### src/rtl/lb_pkg.sv
package lb_pkg;
  typedef enum logic [1:0] {
    LM_BYPASS   = 2'd0,
    LM_TOP_PASS = 2'd1,
    LM_TOP_ONLY = 2'd2,
    LM_BLEND    = 2'd3
  } layer_mode_e;

  typedef enum logic [1:0] {
    AS_PIXEL      = 2'd0,
    AS_PIXEL_GAIN = 2'd1,
    AS_PLANE      = 2'd2,
    AS_RSVD       = 2'd3
  } alpha_src_e;

  typedef enum logic [1:0] {
    PICK_TOP = 2'd0,
    PICK_BOT = 2'd1,
    PICK_BG  = 2'd2,
    PICK_MIX = 2'd3
  } pick_e;
endpackage

### src/rtl/lb_alpha_sel.sv
module lb_alpha_sel
  import lb_pkg::*;
#(
  parameter int CW = 8
) (
  input  logic          clk_i,
  input  logic          rst_ni,
  input  alpha_src_e    src_i,
  input  logic [CW-1:0] pix_alpha_i,
  input  logic [CW-1:0] gain_i,
  input  logic [CW-1:0] plane_alpha_i,
  output logic [CW-1:0] alpha_o
);
  localparam int MAXV = (1 << CW) - 1;
  localparam int PW   = 2 * CW + 1;

  logic [PW-1:0] prod;
  logic [CW-1:0] scaled;

  assign prod   = PW'(pix_alpha_i) * PW'(gain_i) + PW'(MAXV / 2);
  assign scaled = CW'(prod / PW'(MAXV));

  always_comb begin
    unique case (src_i)
      AS_PIXEL_GAIN: alpha_o = scaled;
      AS_PLANE:      alpha_o = plane_alpha_i;
      default:       alpha_o = pix_alpha_i;
    endcase
  end


  gain_bound_chk: assert property (@(posedge clk_i) disable iff (!rst_ni)
    (src_i == AS_PIXEL_GAIN) |-> (alpha_o <= pix_alpha_i && alpha_o <= gain_i));
endmodule

### src/rtl/lb_route.sv
module lb_route
  import lb_pkg::*;
(
  input  layer_mode_e mode_i,
  input  logic        overlap_only_i,
  input  logic        bot_present_i,
  input  logic        top_act_i,
  input  logic        bot_act_i,
  output pick_e       pick_o,
  output logic        bot_is_bg_o,
  output logic        act_o
);
  logic bot_en;
  assign bot_en      = bot_present_i ? bot_act_i : 1'b1;
  assign bot_is_bg_o = !bot_present_i || (mode_i == LM_TOP_ONLY);

  always_comb begin
    pick_o = PICK_BOT;
    act_o  = bot_en;
    unique case (mode_i)
      LM_BYPASS: begin
        pick_o = PICK_BOT;
        act_o  = bot_en;
      end
      LM_TOP_PASS: begin
        pick_o = PICK_TOP;
        act_o  = top_act_i;
      end
      LM_TOP_ONLY: begin
        pick_o = top_act_i ? PICK_MIX : PICK_BG;
        act_o  = 1'b1;
      end
      LM_BLEND: begin
        act_o = (top_act_i && !overlap_only_i) || bot_en;
        if (top_act_i && bot_en)      pick_o = PICK_MIX;
        else if (top_act_i)           pick_o = overlap_only_i ? PICK_BOT : PICK_TOP;
        else if (bot_en)              pick_o = PICK_BOT;
        else                          pick_o = PICK_BG;
      end
      default: ;
    endcase
  end
endmodule

### src/rtl/lb_mix_ch.sv
module lb_mix_ch #(
  parameter int CW = 8
) (
  input  logic          clk_i,
  input  logic          rst_ni,
  input  logic          valid_i,
  input  logic          premult_i,
  input  logic [CW-1:0] alpha_i,
  input  logic [CW-1:0] top_i,
  input  logic [CW-1:0] bot_i,
  output logic [CW-1:0] mix_o
);
  localparam int MAXV = (1 << CW) - 1;
  localparam int PW   = 2 * CW + 1;
  localparam int CW1  = CW + 1;

  logic [CW-1:0] inv_a;
  logic [PW-1:0] t_term, b_term, plain_sum, b_scaled;
  logic [CW-1:0] plain_res;
  logic [CW:0]   pm_sum;
  logic [CW-1:0] pm_res;

  assign inv_a     = CW'(MAXV) - alpha_i;
  assign t_term    = PW'(top_i) * PW'(alpha_i);
  assign b_term    = PW'(bot_i) * PW'(inv_a);
  assign plain_sum = t_term + b_term + PW'(MAXV / 2);
  assign plain_res = CW'(plain_sum / PW'(MAXV));
  assign b_scaled  = (b_term + PW'(MAXV / 2)) / PW'(MAXV);
  assign pm_sum    = {1'b0, top_i} + CW1'(b_scaled);
  assign pm_res    = pm_sum[CW] ? {CW{1'b1}} : pm_sum[CW-1:0];
  assign mix_o     = premult_i ? pm_res : plain_res;


  opaque_top_chk: assert property (@(posedge clk_i) disable iff (!rst_ni)
    (valid_i && !premult_i && alpha_i == CW'(MAXV)) |-> (mix_o == top_i));

  clear_top_chk: assert property (@(posedge clk_i) disable iff (!rst_ni)
    (valid_i && !premult_i && alpha_i == '0) |-> (mix_o == bot_i));

  pm_floor_chk: assert property (@(posedge clk_i) disable iff (!rst_ni)
    (valid_i && premult_i) |-> (mix_o >= top_i));
endmodule

### src/rtl/layer_blend_stage.sv
module layer_blend_stage
  import lb_pkg::*;
#(
  parameter int CW  = 8,
  parameter int NCH = 3
) (
  input  logic                clk_i,
  input  logic                rst_ni,
  input  logic                frame_start_i,
  input  logic [1:0]          cfg_layer_mode_i,
  input  logic [1:0]          cfg_alpha_src_i,
  input  logic                cfg_premult_i,
  input  logic [CW-1:0]       cfg_plane_alpha_i,
  input  logic [CW-1:0]       cfg_gain_i,
  input  logic [CW*NCH-1:0]   cfg_bg_rgb_i,
  input  logic                cfg_overlap_only_i,
  input  logic                cfg_bot_present_i,
  input  logic                top_valid_i,
  input  logic [CW*NCH-1:0]   top_rgb_i,
  input  logic [CW-1:0]       top_alpha_i,
  input  logic                top_active_i,
  input  logic [CW*NCH-1:0]   bot_rgb_i,
  input  logic                bot_active_i,
  output logic                out_valid_o,
  output logic [CW*NCH-1:0]   out_rgb_o,
  output logic                out_active_o
);
  localparam int PXW = CW * NCH;

  // latched configuration
  layer_mode_e    mode_q;
  alpha_src_e     asrc_q;
  logic           premult_q, overlap_q, bot_present_q;
  logic [CW-1:0]  plane_q, gain_q;
  logic [PXW-1:0] bg_q;

  always_ff @(posedge clk_i or negedge rst_ni) begin
    if (!rst_ni) begin
      mode_q        <= LM_BYPASS;
      asrc_q        <= AS_PIXEL;
      premult_q     <= 1'b0;
      overlap_q     <= 1'b0;
      bot_present_q <= 1'b0;
      plane_q       <= '0;
      gain_q        <= '0;
      bg_q          <= '0;
    end else if (frame_start_i) begin
      mode_q        <= layer_mode_e'(cfg_layer_mode_i);
      asrc_q        <= alpha_src_e'(cfg_alpha_src_i);
      premult_q     <= cfg_premult_i;
      overlap_q     <= cfg_overlap_only_i;
      bot_present_q <= cfg_bot_present_i;
      plane_q       <= cfg_plane_alpha_i;
      gain_q        <= cfg_gain_i;
      bg_q          <= cfg_bg_rgb_i;
    end
  end

  // stage 1: alpha resolution and routing
  logic [CW-1:0] alpha_c;
  pick_e         pick_c;
  logic          bot_is_bg_c, act_c;
  logic [PXW-1:0] bot_c;

  lb_alpha_sel #(.CW(CW)) i_alpha (
    .clk_i        (clk_i),
    .rst_ni       (rst_ni),
    .src_i        (asrc_q),
    .pix_alpha_i  (top_alpha_i),
    .gain_i       (gain_q),
    .plane_alpha_i(plane_q),
    .alpha_o      (alpha_c)
  );

  lb_route i_route (
    .mode_i        (mode_q),
    .overlap_only_i(overlap_q),
    .bot_present_i (bot_present_q),
    .top_act_i     (top_active_i),
    .bot_act_i     (bot_active_i),
    .pick_o        (pick_c),
    .bot_is_bg_o   (bot_is_bg_c),
    .act_o         (act_c)
  );

  assign bot_c = (bot_is_bg_c || pick_c == PICK_BG) ? bg_q : bot_rgb_i;

  logic           s1_valid, s1_premult, s1_act;
  pick_e          s1_pick;
  logic [CW-1:0]  s1_alpha;
  logic [PXW-1:0] s1_top, s1_bot;

  always_ff @(posedge clk_i or negedge rst_ni) begin
    if (!rst_ni) begin
      s1_valid   <= 1'b0;
      s1_premult <= 1'b0;
      s1_act     <= 1'b0;
      s1_pick    <= PICK_BOT;
      s1_alpha   <= '0;
      s1_top     <= '0;
      s1_bot     <= '0;
    end else begin
      s1_valid <= top_valid_i;
      if (top_valid_i) begin
        s1_premult <= premult_q;
        s1_act     <= act_c;
        s1_pick    <= pick_c;
        s1_alpha   <= alpha_c;
        s1_top     <= top_rgb_i;
        s1_bot     <= bot_c;
      end
    end
  end

  // stage 2: per-channel arithmetic and output select
  logic [PXW-1:0] mix_rgb;

  for (genvar c = 0; c < NCH; c++) begin : g_ch
    lb_mix_ch #(.CW(CW)) i_mix (
      .clk_i    (clk_i),
      .rst_ni   (rst_ni),
      .valid_i  (s1_valid),
      .premult_i(s1_premult),
      .alpha_i  (s1_alpha),
      .top_i    (s1_top[c*CW +: CW]),
      .bot_i    (s1_bot[c*CW +: CW]),
      .mix_o    (mix_rgb[c*CW +: CW])
    );
  end

  logic [PXW-1:0] out_c;
  always_comb begin
    unique case (s1_pick)
      PICK_TOP: out_c = s1_top;
      PICK_MIX: out_c = mix_rgb;
      default:  out_c = s1_bot;
    endcase
  end

  always_ff @(posedge clk_i or negedge rst_ni) begin
    if (!rst_ni) begin
      out_valid_o  <= 1'b0;
      out_rgb_o    <= '0;
      out_active_o <= 1'b0;
    end else begin
      out_valid_o <= s1_valid;
      if (s1_valid) begin
        out_rgb_o    <= out_c;
        out_active_o <= s1_act;
      end
    end
  end

  // cycles since reset, saturating, for history-based checks
  logic [1:0] age_q;
  always_ff @(posedge clk_i or negedge rst_ni) begin
    if (!rst_ni)             age_q <= '0;
    else if (age_q != 2'd2)  age_q <= age_q + 2'd1;
  end


  latency_chk: assert property (@(posedge clk_i) disable iff (!rst_ni)
    (age_q == 2'd2) |-> (out_valid_o == $past(top_valid_i, 2)));

  cfg_hold_chk: assert property (@(posedge clk_i) disable iff (!rst_ni)
    (age_q != 2'd0 && !$past(frame_start_i)) |->
      ($stable(mode_q) && $stable(asrc_q) && $stable(bg_q) && $stable(premult_q)));
endmodule

### config.mk
export PLATFORM = sky130hd
export DESIGN_NAME = layer_blend_stage
export DESIGN_NICKNAME = d
export VERILOG_FILES = /design/src/rtl/lb_pkg.sv /design/src/rtl/lb_alpha_sel.sv /design/src/rtl/lb_route.sv /design/src/rtl/lb_mix_ch.sv /design/src/rtl/layer_blend_stage.sv
export SDC_FILE = /design/constraint.sdc
export NUM_CORES = 2
export LEC_CHECK = 0
export BUFFER_PORTS_ARGS = -buffer_cell sky130_fd_sc_hd__buf_4
export CORE_MARGIN = 2
export CORE_UTILIZATION = 30
export CTS_CLUSTER_DIAMETER = 100
export DETAILED_ROUTE_END_ITERATION = 6
export GPL_TIMING_DRIVEN = 0
export PLACE_DENSITY = 0.58
export SYNTH_ARGS = -nofsm -noshare
export SYNTH_HDL_FRONTEND = slang
export SYNTH_HIERARCHICAL = 1
export SYNTH_SLANG_ARGS = --single-unit
### constraint.sdc
create_clock -name clk_i -period 13.5 [get_ports clk_i]
set_input_delay 2.7 -clock clk_i [delete_from_list [all_inputs] [get_ports clk_i]]
set_output_delay 2.7 -clock clk_i [all_outputs]
set_load 0.02 [all_outputs]
; After elaboration in Yosys (flattened, before gate mapping)
; Cells that the tools add are included.
[classes]
add_sub_neg = 14
n_mul = 7
div = 7
order_cmp = 0
n_eq_ne = 7
shift = 0
n_mux = 17
bitwise_logic = 0
reduce_logical = 9
[ops]
columns = operator, count
row1 = $div A17 B8 Y17 const B, 7
row2 = $mul A8 B8 Y16, 7
row3 = $add A16 B7 Y17 const B, 4
row4 = $add A16 B16 Y17, 3
row5 = $add A17 B7 Y17 const B, 3
row6 = $mux W8, 6
row7 = $pmux W24 S2, 1
row8 = $add A8 B9 Y9, 3
row9 = $mux W24, 1
row10 = $pmux W8 S2, 1
row11 = $eq A2 B2 Y1 const B, 5
row12 = $pmux W2 S4, 1
row13 = $sub A8 B8 Y8 const A, 1
row14 = $mux W2, 3
row15 = $eq A2 B1 Y1 const B, 2
row16 = $logic_not A2 Y1, 2
row17 = $pmux W1 S4, 1
row18 = $logic_or A1 B1 Y1, 3
row19 = $mux W1, 3
row20 = $logic_and A1 B1 Y1, 2
row21 = $logic_not A1 Y1, 2
[word_totals]
ff_bits = 134
latch_bits = 0
ramBits = 0
rom_bits = 0
inputBits = 109
out_inout_bits = 26
n_memories = 0

; Depth between registers and ports, before layout
[logic_depth]
depth_word = 8
depth_mapped = 59
mapped_depth_nobuf = 55

; Cells and area by module
; Netlist, hierarchy kept.
[by_module_without_submodules]
columns = module, instances, cells_each, area_per_inst_um2, seq_area_each_um2
row1 = lb_mix_ch at g_ch[0].i_mix, 1, 1383, 10547.6, 0.0
row2 = lb_mix_ch at g_ch[1].i_mix, 1, 1336, 10193.5, 0.0
row3 = lb_mix_ch at g_ch[2].i_mix, 1, 1297, 9766.9, 0.0
row4 = layer_blend_stage, 1, 458, 5834.3, 3354.5
row5 = lb_alpha_sel, 1, 717, 5432.7, 0.0
row6 = lb_route, 1, 15, 95.1, 0.0

; Worst setup path after synthesis
; Ideal clock, no wire load.
[synth_timing]
kind = register to register
from = reg s1_alpha[6]
to = reg out_rgb_o[0]
arrival_ps = 14312
required_time_ps = 13418
path_slack_ps = -895
path_stages_with_launch = 52
path_buffers = 3
period_less_slack_ps = 14395
cell_sequence = dfrtp_1 clkbuf_1 nand2b_1 fa_1 fa_1 inv_1 fa_1 inv_1 fa_1 inv_1 ha_1 a21oi_2 nand2_1 or3_1 and2_1 clkbuf_1 ha_1 inv_1 [16 not listed] a221oi_1 mux2i_1 o21ai_0 and3_2 or4b_1 mux2i_1 nor3_2 a2111oi_4 nand4_1 and3_1 or2_2 ha_1 or3b_1 nor4_1 mux2i_1 o31ai_1 a221oi_1 o22ai_1
[synth_via]
elab_chain_len = 8
elab_cells_between_ends = 12
classes_between = add/sub: 5 / mul: 2 / div: 2 / mux: 3
[synth_rtl]
columns = item, line_no
row1 = "start, declared", layer_blend_stage.sv:90  ; logic [CW-1:0] s1_alpha;
row2 = "start signal, assigned", layer_blend_stage.sv:108  ; s1_alpha <= alpha_c;
row3 = $sub A8 B8 Y8, lb_mix_ch.sv:23  ; assign inv_a = CW'(MAXV) - alpha_i;
row4 = $mul A8 B8 Y16, lb_mix_ch.sv:25  ; assign b_term = PW'(bot_i) * PW'(inv_a);
row5 = $add A16 B7 Y17, lb_mix_ch.sv:28  ; assign b_scaled = (b_term + PW'(MAXV / 2)) / PW'(MAXV);
row6 = $div A17 B8 Y17, lb_mix_ch.sv:28
row7 = $add A8 B9 Y9, lb_mix_ch.sv:29  ; assign pm_sum = {1'b0, top_i} + CW1'(b_scaled);
row8 = $mux W8, lb_mix_ch.sv:30  ; assign pm_res = pm_sum[CW] ? {CW{1'b1}} : pm_sum[CW-1:0];
row9 = $mux W8 *, lb_mix_ch.sv:31  ; assign mix_o = premult_i ? pm_res : plain_res;
row10 = named net mix_rgb[0], layer_blend_stage.sv:116  ; logic [PXW-1:0] mix_rgb;
row11 = $pmux W24 S2 *, layer_blend_stage.sv:133  ; unique case (s1_pick)
row12 = "end signal, assigned", layer_blend_stage.sv:148  ; out_rgb_o <= out_c;
row13 = "end, declared", layer_blend_stage.sv:25  ; output logic [CW*NCH-1:0] out_rgb_o,
; The timed path passes the listed nets; every way through them passes the cells marked *.
; A chain may end at the register's enable or synchronous reset.

; Worst setup path in the final report
[layout_timing]
from = reg s1_alpha[2]
to = reg out_rgb_o[0]
; The elaborated chain is that of the path after synthesis.

==> flow_metrics.env <==
export IMPL_post_route_period_util_pct=104.2
export IMPL_crit_fanout=7
export IMPL_violations="setup timing"
export IMPL_ys_seq_elements=134
export IMPL_placeableCoreArea_sq_um=139000
export IMPL_cts_tree="built"
export IMPL_ff_latch_area_sq_um=3401
export IMPL_synth_edf_count=0
export IMPL_synth_ff_type="dfrtp_1"
export IMPL_syn_inst=5206
export IMPL_critPathTopFamily="adder cells"
export IMPL_grt_pass1_vias=41140
export IMPL_dpl_cell_count=7214
export IMPL_slew_viol_final=0
export IMPL_path_common_cell="fa_1"
export IMPL_drc_errors=0
export IMPL_pre_cts_ws_ps=-2783
export IMPL_cts_root_buf="clkbuf_16"
export IMPL_die_x_um=377.6
export IMPL_period_needed_ps=14070
export IMPL_max_slew_margin_pct=28.00
export IMPL_dr_total_vias=42330
export IMPL_yosysSeqAreaShare_pct=8.012
export IMPL_ant_nets=0
export IMPL_crit_buf_inv=13
export IMPL_track_usage_pct=19.24
export IMPL_setup_viol=4
export IMPL_netlist_top_cells_count="566 x inv_1, 414 x nand2_1, 325 x ha_1"
export IMPL_cts_sink_count=134
export IMPL_die_h_um=377.6
export IMPL_whs_ps=489.1
export IMPL_cts_made_buffers=17
export IMPL_rows=137
export IMPL_drive_gt1_share_pct=26.94
export IMPL_grt_overflow=0
export IMPL_outcome="finished, violations left"
export IMPL_io_pins=135
export IMPL_vias_per_cell=5.568
export IMPL_cap_violations=0
export IMPL_min_path_type="flop to flop"
export IMPL_final_nets=6460
export IMPL_ys_async_sr_fraction_pct=100.0
export IMPL_area_delta_synth_final_pct=27.73
export IMPL_syn_area_sq_um=41870
export IMPL_cp_data_required_time_ps=13900
export IMPL_critPathCaptureType="flop"
export IMPL_die_area_sq_um=142600
export IMPL_crit_type="flop to flop"
export IMPL_antenna_found_initial=3
export IMPL_htreeDepth=4
export IMPL_grt_pass1_wl_um=223500
export IMPL_timing_fmax_mhz=71.08
export IMPL_final_cell_area_sq_um=53480
export IMPL_place_area_sq_um=45560
export IMPL_fin_skew_ps=22.22
export IMPL_port_buffers=131
export IMPL_hpwl_um=108400
export IMPL_dr_pass1_iters=5
export IMPL_initial_core_util_pct=30.12
export IMPL_yosysWarnings=6
export IMPL_dr_first_iter_drc_count=2875
export IMPL_grt_max_degree=83
export IMPL_yosysTopAreaCell="fa_1"
export IMPL_multi_input_area_sq_um=39820
export IMPL_yosysTopAreaCellShare_pct=15.20
export IMPL_final_cells=7602
export IMPL_rsz0062_at_grt="true"
export IMPL_nFillCells=14000
export IMPL_clkLatencyLatePin_ps=500
export IMPL_arrival_ps=14460
export IMPL_start_kind="flop"
export IMPL_cts_buffer_depth=2
export IMPL_syn_nets=5958
export IMPL_syn_area_per_cell_sq_um=8.043
export IMPL_synth_most_common_cell="inv_1"
export IMPL_drt_total_wl_um=143200
export IMPL_wl_per_cell_um=18.83
export IMPL_fin_ws_ps=-569.1
export IMPL_ys_types=160
export IMPL_hold_viol=0
export IMPL_critPathMaxStageDelay_ps=590
export IMPL_postCtsHoldBufs=0
export IMPL_tightestPinTransition_ps=1080
export IMPL_gp_congestion=0.8926
export IMPL_ys_top_cells_by_area="fa_1 15%, ha_1 9.7%, dfrtp_1 7.9%"
export IMPL_worst_path_max_delay_cell="dfrtp_4"
export IMPL_path_clk_slew_ps=70
==> path summary, 6_finish.rpt <==
check                      depth (start not counted)            to  slack (ps)         from
max                                               56  out_rgb_o[0]        -570  s1_alpha[2]
min                                                1      bg_q[21]         490     bg_q[21]
max reg2reg                                       56  out_rgb_o[0]        -570  s1_alpha[2]
min reg2reg                                        1      bg_q[21]         490     bg_q[21]
max in group asynchronous                          2     s1_bot[5]       10360       rst_ni
min in group asynchronous                          1    s1_top[21]        2140       rst_ni
==> through the flow <==
step	util, %	setup TNS (ps)
after floorplan	-	-29.55
after global placement	32.75	-34780
after detailed placement	32.77	-37350
after CTS	36.57	-148.4
after global routing	38.46	-6840
final	38.47	-1006
==> registers in the layout, indices dropped and copies added, names as in the netlist <==
| name | count |
|---|---|
| s1_premult | 1 |
| overlap_q | 1 |
| s1_valid | 1 |
| s1_act | 1 |
| out_valid_o | 1 |
| s1_pick | 2 |
| plane_q | 8 |
| mode_q | 2 |
| s1_top | 24 |
| asrc_q | 2 |
| s1_alpha | 8 |
| out_rgb_o | 24 |
| gain_q | 8 |
| s1_bot | 24 |
| premult_q | 1 |
| bg_q | 24 |
| bot_present_q | 1 |
| out_active_o | 1 |
==> final cells by class <==
| cell class | count | area share, % |
|---|---|---|
| multi-input cells | 4321 | 74.45 |
| repair buffers | 501 | 7.381 |
| flip-flops and latches | 134 | 6.359 |
| well taps | 1876 | 4.389 |
| inverters | 577 | 4.089 |
| plain buffers | 156 | 2.131 |
| clock buffers | 17 | 0.7954 |
| clock inverters | 15 | 0.3860 |
| diodes | 5 | 0.02339 |
==> routing by layer <==
layer | wire length (um) | GRT usage (%) | up-vias | part of all wire (%)
li1 | - | - | 19930 | -
met1 | 65190 | 26.56 | 20880 | 46
met2 | 64970 | 30.87 | 1336 | 45
met3 | 10810 | 4.216 | 180 | 7.6
met4 | 2182 | 3.396 | 0 | 1.5
met5 | 0 | 0 | - | 0
==> cells by family (layout without fill, tap and decap cells) <==
logic type | count (synthesis) | count (layout) | synth area share [%]
buf+inv | 751 | 1266 | 7.369
xor+xnor | 235 | 235 | 5.086
other cells | 0 | 5 | 0
fa+ha+maj | 647 | 647 | 25.01
compound gates | 1456 | 1456 | 26.36
flops | 134 | 134 | 8.012
simple gates | 1827 | 1827 | 24.00
mux | 156 | 156 | 4.157
==> cells in the final DEF (no fill, tap or decap), types with 33 or more instances in the layout <==
cell / Yosys / routed
o21ai_0: 188 / 148
nor3_1: 122 / 90
inv_1: 566 / 558
and3_1: 52 / 46
nand3_1: 128 / 116
nand2b_1: 59 / 51
a31oi_1: 80 / 68
a211oi_1: 67 / 45
mux2_2: 75 / 67
nor2b_1: 188 / 181
a211o_1: 37 / 33
a21oi_2: 12 / 36
o21ai_1: 64 / 72
o21a_1: 64 / 57
fa_1: 318 / 310
xor2_1: 70 / 55
nand4_1: 51 / 51
buf_2: 51 / 38
nor2_1: 289 / 258
dfrtp_1: 133 / 116
o211ai_1: 80 / 80
buf_6: 21 / 36
a21oi_1: 211 / 167
buf_4: 9 / 492
ha_1: 325 / 284
ha_4: 0 / 34
nand2_1: 414 / 387
or3_1: 53 / 43
xnor2_1: 157 / 132
a21o_1: 78 / 76
and2_1: 170 / 165
o22ai_1: 44 / 37
==> what timing repair did <==
item	4_1_cts	5_1_grt
endpoints found under the setup margin	25	25
pin swaps	212	190
gates resized for setup	543	350
gates cloned	0	0
buffers inserted	249	120
Power is not shown: default switching activity piles up to over one toggle a cycle in this logic, so the estimate is an artifact.
